===== config.mk =====
export PLATFORM = sky130hd
export DESIGN_NAME = serprog_target
export DESIGN_NICKNAME = d
export VERILOG_FILES = /design/src/rtl/serprog_pkg.sv /design/src/rtl/serprog_sync.sv /design/src/rtl/serprog_frame.sv /design/src/rtl/serprog_pc.sv /design/src/rtl/serprog_target.sv
export SDC_FILE = /design/constraint.sdc
export NUM_CORES = 1
export LEC_CHECK = 0
export BUFFER_PORTS_ARGS = -buffer_cell sky130_fd_sc_hd__clkbuf_2
export CAP_MARGIN = 0
export CORE_UTILIZATION = 51
export DETAILED_ROUTE_END_ITERATION = 12
export PLACE_DENSITY = 0.75
export SYNTH_ARGS = -nofsm -noshare
export SYNTH_HDL_FRONTEND = slang
export SYNTH_SLANG_ARGS = --single-unit

===== constraint.sdc =====
create_clock -name clk_i -period 2.2 [get_ports clk_i]
set_clock_uncertainty 0.2 [all_clocks]
set_input_delay 0.11 -clock clk_i [delete_from_list [all_inputs] [get_ports clk_i]]
set_output_delay 0.11 -clock clk_i [all_outputs]
set_load 0.1 [all_outputs]

===== src/rtl/serprog_pkg.sv =====
package serprog_pkg;
  localparam int CMD_W = 6;

  localparam logic [CMD_W-1:0] CMD_LD_CFG  = 6'h00;
  localparam logic [CMD_W-1:0] CMD_LD_DATA = 6'h02;
  localparam logic [CMD_W-1:0] CMD_READ    = 6'h04;
  localparam logic [CMD_W-1:0] CMD_INC     = 6'h06;
  localparam logic [CMD_W-1:0] CMD_BEGIN   = 6'h08;
  localparam logic [CMD_W-1:0] CMD_END     = 6'h0E;

  typedef enum logic [1:0] {
    FS_CMD  = 2'd0,
    FS_LOAD = 2'd1,
    FS_READ = 2'd2
  } fstate_e;
endpackage


===== src/rtl/serprog_sync.sv =====
module serprog_sync #(
  parameter int W      = 2,
  parameter int STAGES = 2
) (
  input  logic         clk_i,
  input  logic         rst_ni,
  input  logic         clr_i,
  input  logic [W-1:0] d_i,
  output logic [W-1:0] q_o
);
  logic [W-1:0] st_q [STAGES];

  for (genvar s = 0; s < STAGES; s++) begin : g_stage
    always_ff @(posedge clk_i or negedge rst_ni) begin
      if (!rst_ni)    st_q[s] <= '0;
      else if (clr_i) st_q[s] <= '0;
      else if (s == 0) st_q[s] <= d_i;
      else            st_q[s] <= st_q[(s > 0) ? s-1 : 0];
    end
  end

  assign q_o = st_q[STAGES-1];
endmodule


===== src/rtl/serprog_frame.sv =====
module serprog_frame
  import serprog_pkg::*;
#(
  parameter int DATA_W = 14
) (
  input  logic              clk_i,
  input  logic              rst_ni,
  input  logic              clr_i,
  input  logic              rise_i,
  input  logic              fall_i,
  input  logic              din_i,
  input  logic [DATA_W-1:0] rdata_i,
  input  logic              rdata_vld_i,
  output logic              cmd_vld_o,
  output logic [CMD_W-1:0]  cmd_o,
  output logic              ld_done_o,
  output logic [DATA_W-1:0] word_o,
  output logic              dout_o,
  output logic              oe_o
);
  localparam int FRAME_LEN = DATA_W + 2;
  localparam int CNT_W     = $clog2(FRAME_LEN);
  localparam logic [CNT_W-1:0] LAST_CMD = CNT_W'(CMD_W - 1);
  localparam logic [CNT_W-1:0] LAST_BIT = CNT_W'(DATA_W);
  localparam logic [CNT_W-1:0] LAST_FRM = CNT_W'(FRAME_LEN - 1);

  fstate_e           st_q;
  logic [CNT_W-1:0]  cnt_q;
  logic [CMD_W-1:0]  cmd_sh_q;
  logic [CMD_W-1:0]  cmd_next;
  logic [DATA_W-1:0] word_q;
  logic              in_data;

  assign cmd_next = {din_i, cmd_sh_q[CMD_W-1:1]};
  assign in_data  = (cnt_q != '0) && (cnt_q <= LAST_BIT);

  always_ff @(posedge clk_i or negedge rst_ni) begin
    if (!rst_ni) begin
      st_q <= FS_CMD; cnt_q <= '0; cmd_sh_q <= '0; word_q <= '0;
      cmd_vld_o <= 1'b0; cmd_o <= '0; ld_done_o <= 1'b0;
      dout_o <= 1'b0; oe_o <= 1'b0;
    end else if (clr_i) begin
      st_q <= FS_CMD; cnt_q <= '0; cmd_sh_q <= '0; word_q <= '0;
      cmd_vld_o <= 1'b0; cmd_o <= '0; ld_done_o <= 1'b0;
      dout_o <= 1'b0; oe_o <= 1'b0;
    end else begin
      cmd_vld_o <= 1'b0;
      ld_done_o <= 1'b0;
      unique case (st_q)
        FS_CMD: if (fall_i) begin
          cmd_sh_q <= cmd_next;
          if (cnt_q == LAST_CMD) begin
            cnt_q     <= '0;
            cmd_vld_o <= 1'b1;
            cmd_o     <= cmd_next;
            if (cmd_next == CMD_LD_CFG || cmd_next == CMD_LD_DATA) st_q <= FS_LOAD;
            else if (cmd_next == CMD_READ)                         st_q <= FS_READ;
          end else begin
            cnt_q <= cnt_q + 1'b1;
          end
        end
        FS_LOAD: if (fall_i) begin
          if (in_data) word_q <= {din_i, word_q[DATA_W-1:1]};
          if (cnt_q == LAST_FRM) begin
            cnt_q <= '0; st_q <= FS_CMD; ld_done_o <= 1'b1;
          end else begin
            cnt_q <= cnt_q + 1'b1;
          end
        end
        FS_READ: begin
          if (rdata_vld_i) word_q <= rdata_i;
          if (rise_i) begin
            if (in_data) begin
              oe_o   <= 1'b1;
              dout_o <= word_q[0];
              word_q <= word_q >> 1;
            end else if (cnt_q == LAST_FRM) begin
              oe_o <= 1'b0;
            end
          end
          if (fall_i) begin
            if (cnt_q == LAST_FRM) begin
              cnt_q <= '0; st_q <= FS_CMD;
            end else begin
              cnt_q <= cnt_q + 1'b1;
            end
          end
        end
        default: st_q <= FS_CMD;
      endcase
    end
  end

  assign word_o = word_q;


  oe_in_read_chk: assert property (@(posedge clk_i) disable iff (!rst_ni)
    oe_o |-> st_q == FS_READ);


  load_end_chk: assert property (@(posedge clk_i) disable iff (!rst_ni)
    ld_done_o |-> (st_q == FS_CMD && $past(st_q) == FS_LOAD));
endmodule


===== src/rtl/serprog_pc.sv =====
module serprog_pc #(
  parameter int ADDR_W = 14
) (
  input  logic              clk_i,
  input  logic              rst_ni,
  input  logic              clr_i,
  input  logic              inc_i,
  input  logic              cfg_i,
  output logic [ADDR_W-1:0] pc_o
);
  localparam logic [ADDR_W-1:0] CFG_BASE = ADDR_W'(1) << (ADDR_W - 1);

  logic [ADDR_W-1:0] pc_q;
  logic              cfg_q;
  logic [ADDR_W-1:0] pc_inc;

  assign pc_inc = cfg_q ? ((pc_q + 1'b1) | CFG_BASE) : (pc_q + 1'b1);

  always_ff @(posedge clk_i or negedge rst_ni) begin
    if (!rst_ni) begin
      pc_q <= '0; cfg_q <= 1'b0;
    end else if (clr_i) begin
      pc_q <= '0; cfg_q <= 1'b0;
    end else if (cfg_i) begin
      pc_q <= CFG_BASE; cfg_q <= 1'b1;
    end else if (inc_i) begin
      pc_q <= pc_inc;
    end
  end

  assign pc_o = pc_q;


  cfg_region_chk: assert property (@(posedge clk_i) disable iff (!rst_ni)
    cfg_q |-> (pc_q & CFG_BASE) == CFG_BASE);


  inc_step_chk: assert property (@(posedge clk_i) disable iff (!rst_ni)
    (inc_i && !cfg_i && !clr_i && !cfg_q) |=> pc_q == $past(pc_q) + 1'b1);
endmodule


===== src/rtl/serprog_target.sv =====
module serprog_target
  import serprog_pkg::*;
#(
  parameter int ADDR_W      = 14,
  parameter int DATA_W      = 14,
  parameter int SYNC_STAGES = 2
) (
  input  logic              clk_i,
  input  logic              rst_ni,
  input  logic              mode_en_i,
  input  logic              pclk_i,
  input  logic              pdat_i,
  output logic              pdat_o,
  output logic              pdat_oe_o,
  output logic [ADDR_W-1:0] mem_addr_o,
  output logic              mem_rd_o,
  input  logic [DATA_W-1:0] mem_rdata_i,
  output logic [DATA_W-1:0] mem_wdata_o,
  output logic              prog_o,
  output logic              seq_err_o
);
  logic              clr;
  logic [1:0]        pin_s;
  logic              pclk_d_q;
  logic              rise, fall;
  logic              cmd_vld, ld_done;
  logic [CMD_W-1:0]  cmd;
  logic [DATA_W-1:0] word;
  logic              rd_vld_q;
  logic              loaded_q, prog_q, err_q;
  logic [DATA_W-1:0] wdata_q;

  assign clr = !mode_en_i;

  serprog_sync #(.W(2), .STAGES(SYNC_STAGES)) u_sync (
    .clk_i, .rst_ni, .clr_i(clr), .d_i({pdat_i, pclk_i}), .q_o(pin_s)
  );

  always_ff @(posedge clk_i or negedge rst_ni) begin
    if (!rst_ni)    pclk_d_q <= 1'b0;
    else if (clr)   pclk_d_q <= 1'b0;
    else            pclk_d_q <= pin_s[0];
  end

  assign rise = pin_s[0] & ~pclk_d_q;
  assign fall = ~pin_s[0] & pclk_d_q;

  serprog_frame #(.DATA_W(DATA_W)) u_frame (
    .clk_i, .rst_ni, .clr_i(clr), .rise_i(rise), .fall_i(fall), .din_i(pin_s[1]),
    .rdata_i(mem_rdata_i), .rdata_vld_i(rd_vld_q),
    .cmd_vld_o(cmd_vld), .cmd_o(cmd), .ld_done_o(ld_done), .word_o(word),
    .dout_o(pdat_o), .oe_o(pdat_oe_o)
  );

  serprog_pc #(.ADDR_W(ADDR_W)) u_pc (
    .clk_i, .rst_ni, .clr_i(clr),
    .inc_i(cmd_vld && cmd == CMD_INC),
    .cfg_i(cmd_vld && cmd == CMD_LD_CFG),
    .pc_o(mem_addr_o)
  );

  assign mem_rd_o = cmd_vld && cmd == CMD_READ;

  always_ff @(posedge clk_i or negedge rst_ni) begin
    if (!rst_ni) begin
      rd_vld_q <= 1'b0; loaded_q <= 1'b0; prog_q <= 1'b0; err_q <= 1'b0; wdata_q <= '0;
    end else if (clr) begin
      rd_vld_q <= 1'b0; loaded_q <= 1'b0; prog_q <= 1'b0; err_q <= 1'b0;
    end else begin
      rd_vld_q <= mem_rd_o;
      if (ld_done) begin
        loaded_q <= 1'b1;
        wdata_q  <= word;
      end
      if (cmd_vld && cmd == CMD_BEGIN) begin
        if (loaded_q) begin
          prog_q   <= 1'b1;
          loaded_q <= 1'b0;
        end else begin
          err_q <= 1'b1;
        end
      end
      if (cmd_vld && cmd == CMD_END) prog_q <= 1'b0;
    end
  end

  assign mem_wdata_o = wdata_q;
  assign prog_o      = prog_q;
  assign seq_err_o   = err_q;


  prog_needs_load_chk: assert property (@(posedge clk_i) disable iff (!rst_ni)
    $rose(prog_o) |-> $past(loaded_q));


  err_sticky_chk: assert property (@(posedge clk_i) disable iff (!rst_ni)
    (seq_err_o && mode_en_i) |=> seq_err_o);


  mode_exit_chk: assert property (@(posedge clk_i) disable iff (!rst_ni)
    !mode_en_i |=> (mem_addr_o == '0 && !pdat_oe_o && !prog_o && !seq_err_o));
endmodule


==> results <==
- The number of register bits inferred by synthesis is 73.
- The via count of the first global-routing pass is 2603.
- IR analysis of the VDD net gives a maximum drop of about 0.00050 V.
- When the netlist entered floorplanning its net count stood at 336.
- The number of warnings printed during yosys synthesis is 0.
- The remaining antenna violation count after routing is 0.
- The analysis attributes to cell leakage a power of around 2.2 nW.
- Before antenna repair, the detailed router went through 4 iterations.
- The critical path goes through inv_1 -> ha_4 -> and4b_4 -> buf_4 -> o41ai_4 -> buf_6 -> mux2i_1 -> o2bb2ai_1.
- The biggest area consumer among synthesized cells is sky130_fd_sc_hd__dfrtp_1.
- The sum of negative setup slack is 0 ns.
- The type of the worst setup path is reg2reg.
- Counting every sink on the clock net gives between 70 and 80.
- After detailed routing, the average wire length per cell comes to about 15 µm.
- Of the synthesized area, sequential elements account for between 50 and 60%.
- On the critical path the largest part of the delay comes from buffers and inverters.
- Yosys mapped a number of flops with a built-in enable equal to 0.
- After clock tree synthesis, the clock-pin slew on the worst setup and hold paths is 0.07 ns.
- The layout overhead on the synthesized area is 21.22%.
- Setup violations remaining at the end of the flow were counted as 0.
- The total met3 wirelength after detailed routing is roughly 260 µm.
- The buffering stage count on the worst path with inverters included is 3.
- The data arrival time of the critical path is 2.16 ns.
- The die is roughly 86 µm wide.
- Summed over all nets, the half-perimeter wirelength after detailed placement is approximately 5000 µm.
- Across the run, the number of max-cap violations was 0.
- The slowest stage cell on the critical path is sky130_fd_sc_hd__dfrtp_1.
- The kind of start point of the critical path is a flip-flop.
- The net count of the finished layout is just over 400.
- The mapped netlist covers ~3600 µm².
- STA puts the critical path data required time at about 2.2 ns.
- The placement-stage cell area is slightly above 4000 µm².
- The relative slew slack is ~57%.
- The TritonCTS buffer count is 9.
- The number of standard cells in the final layout excluding fillers is slightly below 500.
- The TritonCTS clock tree is built.
- Routability-driven placement finished with a final weighted congestion of approximately 0.83.
- The total via count after detailed routing is ~2700.
- The fraction of layout instances using a drive strength above 1 is around a third.
- The global-route wire length before repair is approximately 12000 µm.
- The die area is approximately 7400 µm².
- 52 I/O pins were placed.
- The number of antenna violations at the first check in global routing is 0.
- The number of different library cells used by synthesis comes to 46.
- The number of rows in the core area is 30.
- The fill cell total of the finished layout is approximately 550.
- Static timing analysis puts the maximum clock frequency at between 400 and 500 MHz.
- The worst setup path is captured at a flip-flop.
- The starting density of the core is between 50 and 60%.
- The number of hold-slack violations in the final timing report is 0.
- The number of vias per cell after detailed routing is roughly 5.6.
- The number of antenna diodes is 0.
- In the detailed route, the total length drawn on met2 is roughly 3600 µm.
- The number of placed cells counting well taps is between 400 and 500.
- Averaged over all synthesized cells, the footprint is about 12 µm².
- The final critical-path required period is around 2.1 ns.
- At the pin with the least slew margin, the transition time is between 0.6 and 0.7 ns.
- In the post-synthesis netlist, the biggest area contributors are sky130_fd_sc_hd__dfrtp_1 (50%), sky130_fd_sc_hd__mux2_2 (12%), sky130_fd_sc_hd__mux2i_1 (4.7%).
- Global routing consumed, over all layers together, between 20% and 30% of the routing resources.
- The clock passes through at most 2 buffers.
- After technology mapping, the gate count stands at slightly above 300.
- After routing the design area is about 4400 µm².
- The library cell with the highest instance count after synthesis is sky130_fd_sc_hd__dfrtp_1.
- The number of max-slew violations in the final report is 0.
- Ranked by instance count, the synthesized netlist is headed by sky130_fd_sc_hd__dfrtp_1 (73), sky130_fd_sc_hd__mux2_2 (38), sky130_fd_sc_hd__mux2i_1 (17), sky130_fd_sc_hd__inv_1 (15).
- The core region is roughly 7000 µm².
- The power density of the placed cells is ~630 nW/µm².
- The number of remaining DRC errors is 0.
- The worst hold path belongs to the class in2reg.
- Global routing finished with a remaining overflow of 0.
- The H-tree was split into 3 levels.
- Entering global routing, the biggest net connects 74 pins.
- In this run the top signal layer used is met4.
- The number of DRC violations after detailed-routing iteration 0 is 69.
- The detailed-routing wirelength on met1 is around 3500 µm.
- The final critical-path share of the clock period is about 100%.
- The critical path's largest stage delay is about 0.38 ns.
- The height of the die is around 86 µm.
- In this run the worst path has a maximum fanout of 7.
- The share of synthesized flip-flops with an asynchronous set or reset is 100.0%.
- The count of buffers added on input and output ports is 51.
- The tree is rooted in a sky130_fd_sc_hd__clkbuf_8.
- Wires add up to 7467 µm.
- The area share of the leading cell type in the synthesized netlist is ~50%.
- The flow ran to the end, and the final reports show no timing, DRC or antenna violations.
- The later pin in the worst-skew pair is clocked with a latency of between 0.3 and 0.4 ns.
- The most used flip-flop cell after synthesis is sky130_fd_sc_hd__dfrtp_1.
path summary, 6_finish.rpt:
check | slack [ns] | end | from | cells past startpoint
min in group asynchronous | 0.12 | u_pc.pc_o[3] | rst_ni | 3
hold reg to reg | 0.26 | u_sync.q_o[0] | u_sync.st_q[2] | 1
setup reg to reg | 0.06 | u_frame.word_o[8] | u_frame.cnt_q[0] | 8
hold / removal | 0.006 | u_frame.word_o[9] | mem_rdata_i[9] | 4
max in group asynchronous | 1.37 | u_pc.pc_o[2] | rst_ni | 3
setup / recovery | 0.06 | u_frame.word_o[8] | u_frame.cnt_q[0] | 8
state kept, by name, summed over array words and instances, names as in the netlist, 2 cells and up:
signal / flops
u_frame.cnt_q: 4
u_pc.pc_o: 14
u_sync.q_o: 2
u_frame.st_q: 2
u_frame.cmd_sh_q: 5
u_frame.cmd_o: 6
mem_wdata_o: 14
u_sync.st_q: 2
u_frame.word_o: 14
worst min-delay path, delay by kind of cell:
kind            cells  cell delay (ns)
compound gates      1             0.14
buf+inv             1             0.07
mux                 2             0.19
cell usage in the layout (no fill, tap or decap), types with 3 or more instances in the layout:
cell / netlist / final
sky130_fd_sc_hd__o21ai_0: 11 / 11
sky130_fd_sc_hd__nand2_1: 11 / 11
sky130_fd_sc_hd__and3_1: 3 / 3
sky130_fd_sc_hd__dlygate4sd3_1: 0 / 5
sky130_fd_sc_hd__nand4_1: 9 / 9
sky130_fd_sc_hd__and4_1: 3 / 3
sky130_fd_sc_hd__o2bb2ai_1: 14 / 14
sky130_fd_sc_hd__a21oi_1: 11 / 11
sky130_fd_sc_hd__nor2_1: 14 / 13
sky130_fd_sc_hd__inv_1: 15 / 14
sky130_fd_sc_hd__clkbuf_8: 0 / 9
sky130_fd_sc_hd__nor2b_1: 3 / 3
sky130_fd_sc_hd__mux2_2: 38 / 38
sky130_fd_sc_hd__clkinv_2: 0 / 3
sky130_fd_sc_hd__dfrtp_1: 73 / 69
sky130_fd_sc_hd__nand3b_1: 7 / 7
sky130_fd_sc_hd__or3_1: 7 / 7
sky130_fd_sc_hd__and2_1: 12 / 12
sky130_fd_sc_hd__nand3_1: 7 / 7
sky130_fd_sc_hd__mux2i_1: 17 / 17
sky130_fd_sc_hd__ha_1: 8 / 7
sky130_fd_sc_hd__buf_4: 0 / 12
sky130_fd_sc_hd__clkbuf_2: 0 / 49
sky130_fd_sc_hd__xor2_1: 5 / 5
sky130_fd_sc_hd__dfrtp_2: 0 / 4
sky130_fd_sc_hd__buf_6: 2 / 3
where the power goes:
part	internal [mW]	switching, mW
logic	0.0978	0.135
clock network	0.633	0.489
registers	1.36	0.0300
stage by stage:
step                      utilization [%]  hold slack (ns)  setup WS [ns]  power, mW
final                               64.23         0.006321        0.05932      2.747
after detailed placement            59.63         -0.02821       -0.06144      1.632
after CTS                           63.48         0.001074     -0.0002749      2.758
after floorplan                         -          -0.3856        0.03337      1.540
after global routing                64.23         0.008139       -0.01429      2.847
after global placement              59.63         -0.02932        0.02630      1.624
logic make-up (layout without fill, tap and decap cells):
kind of cell	count (synthesis)	count (layout)	share of synthesized area, %
compound gates	53	53	10.65
simple gates	88	88	14.97
xor+xnor	6	6	1.452
mux	55	55	16.52
flops	73	73	50.47
buf+inv	26	103	3.180
fa+ha+maj	8	8	2.765
area by class of cell:
class	count	area [µm²]	share of cell area, %
clock buffer	10	127.6	2.908
clock inverter	6	82.58	1.882
tap	96	120.1	2.737
sequential	73	1832	41.75
timing repair buffer	72	464.2	10.58
inverter	15	56.30	1.283
multi-input combinational	210	1705	38.87
timing repair:
item | 4_1_cts | 5_1_grt
resized for setup | 1 | 8
hold buffers | 5 | 0
hold endpoints to repair | 77 | 0
setup endpoints to repair | 14 | 14
pin swaps | 0 | 2
setup buffers | 0 | 3
routing by layer:
metal  GRT usage [%]  up-vias
li1                -     1281
met1           28.90     1345
met2           34.42       58
met3           6.095        7
met4           5.455        0
met5               0        -
(Power assumes the default switching activity.)
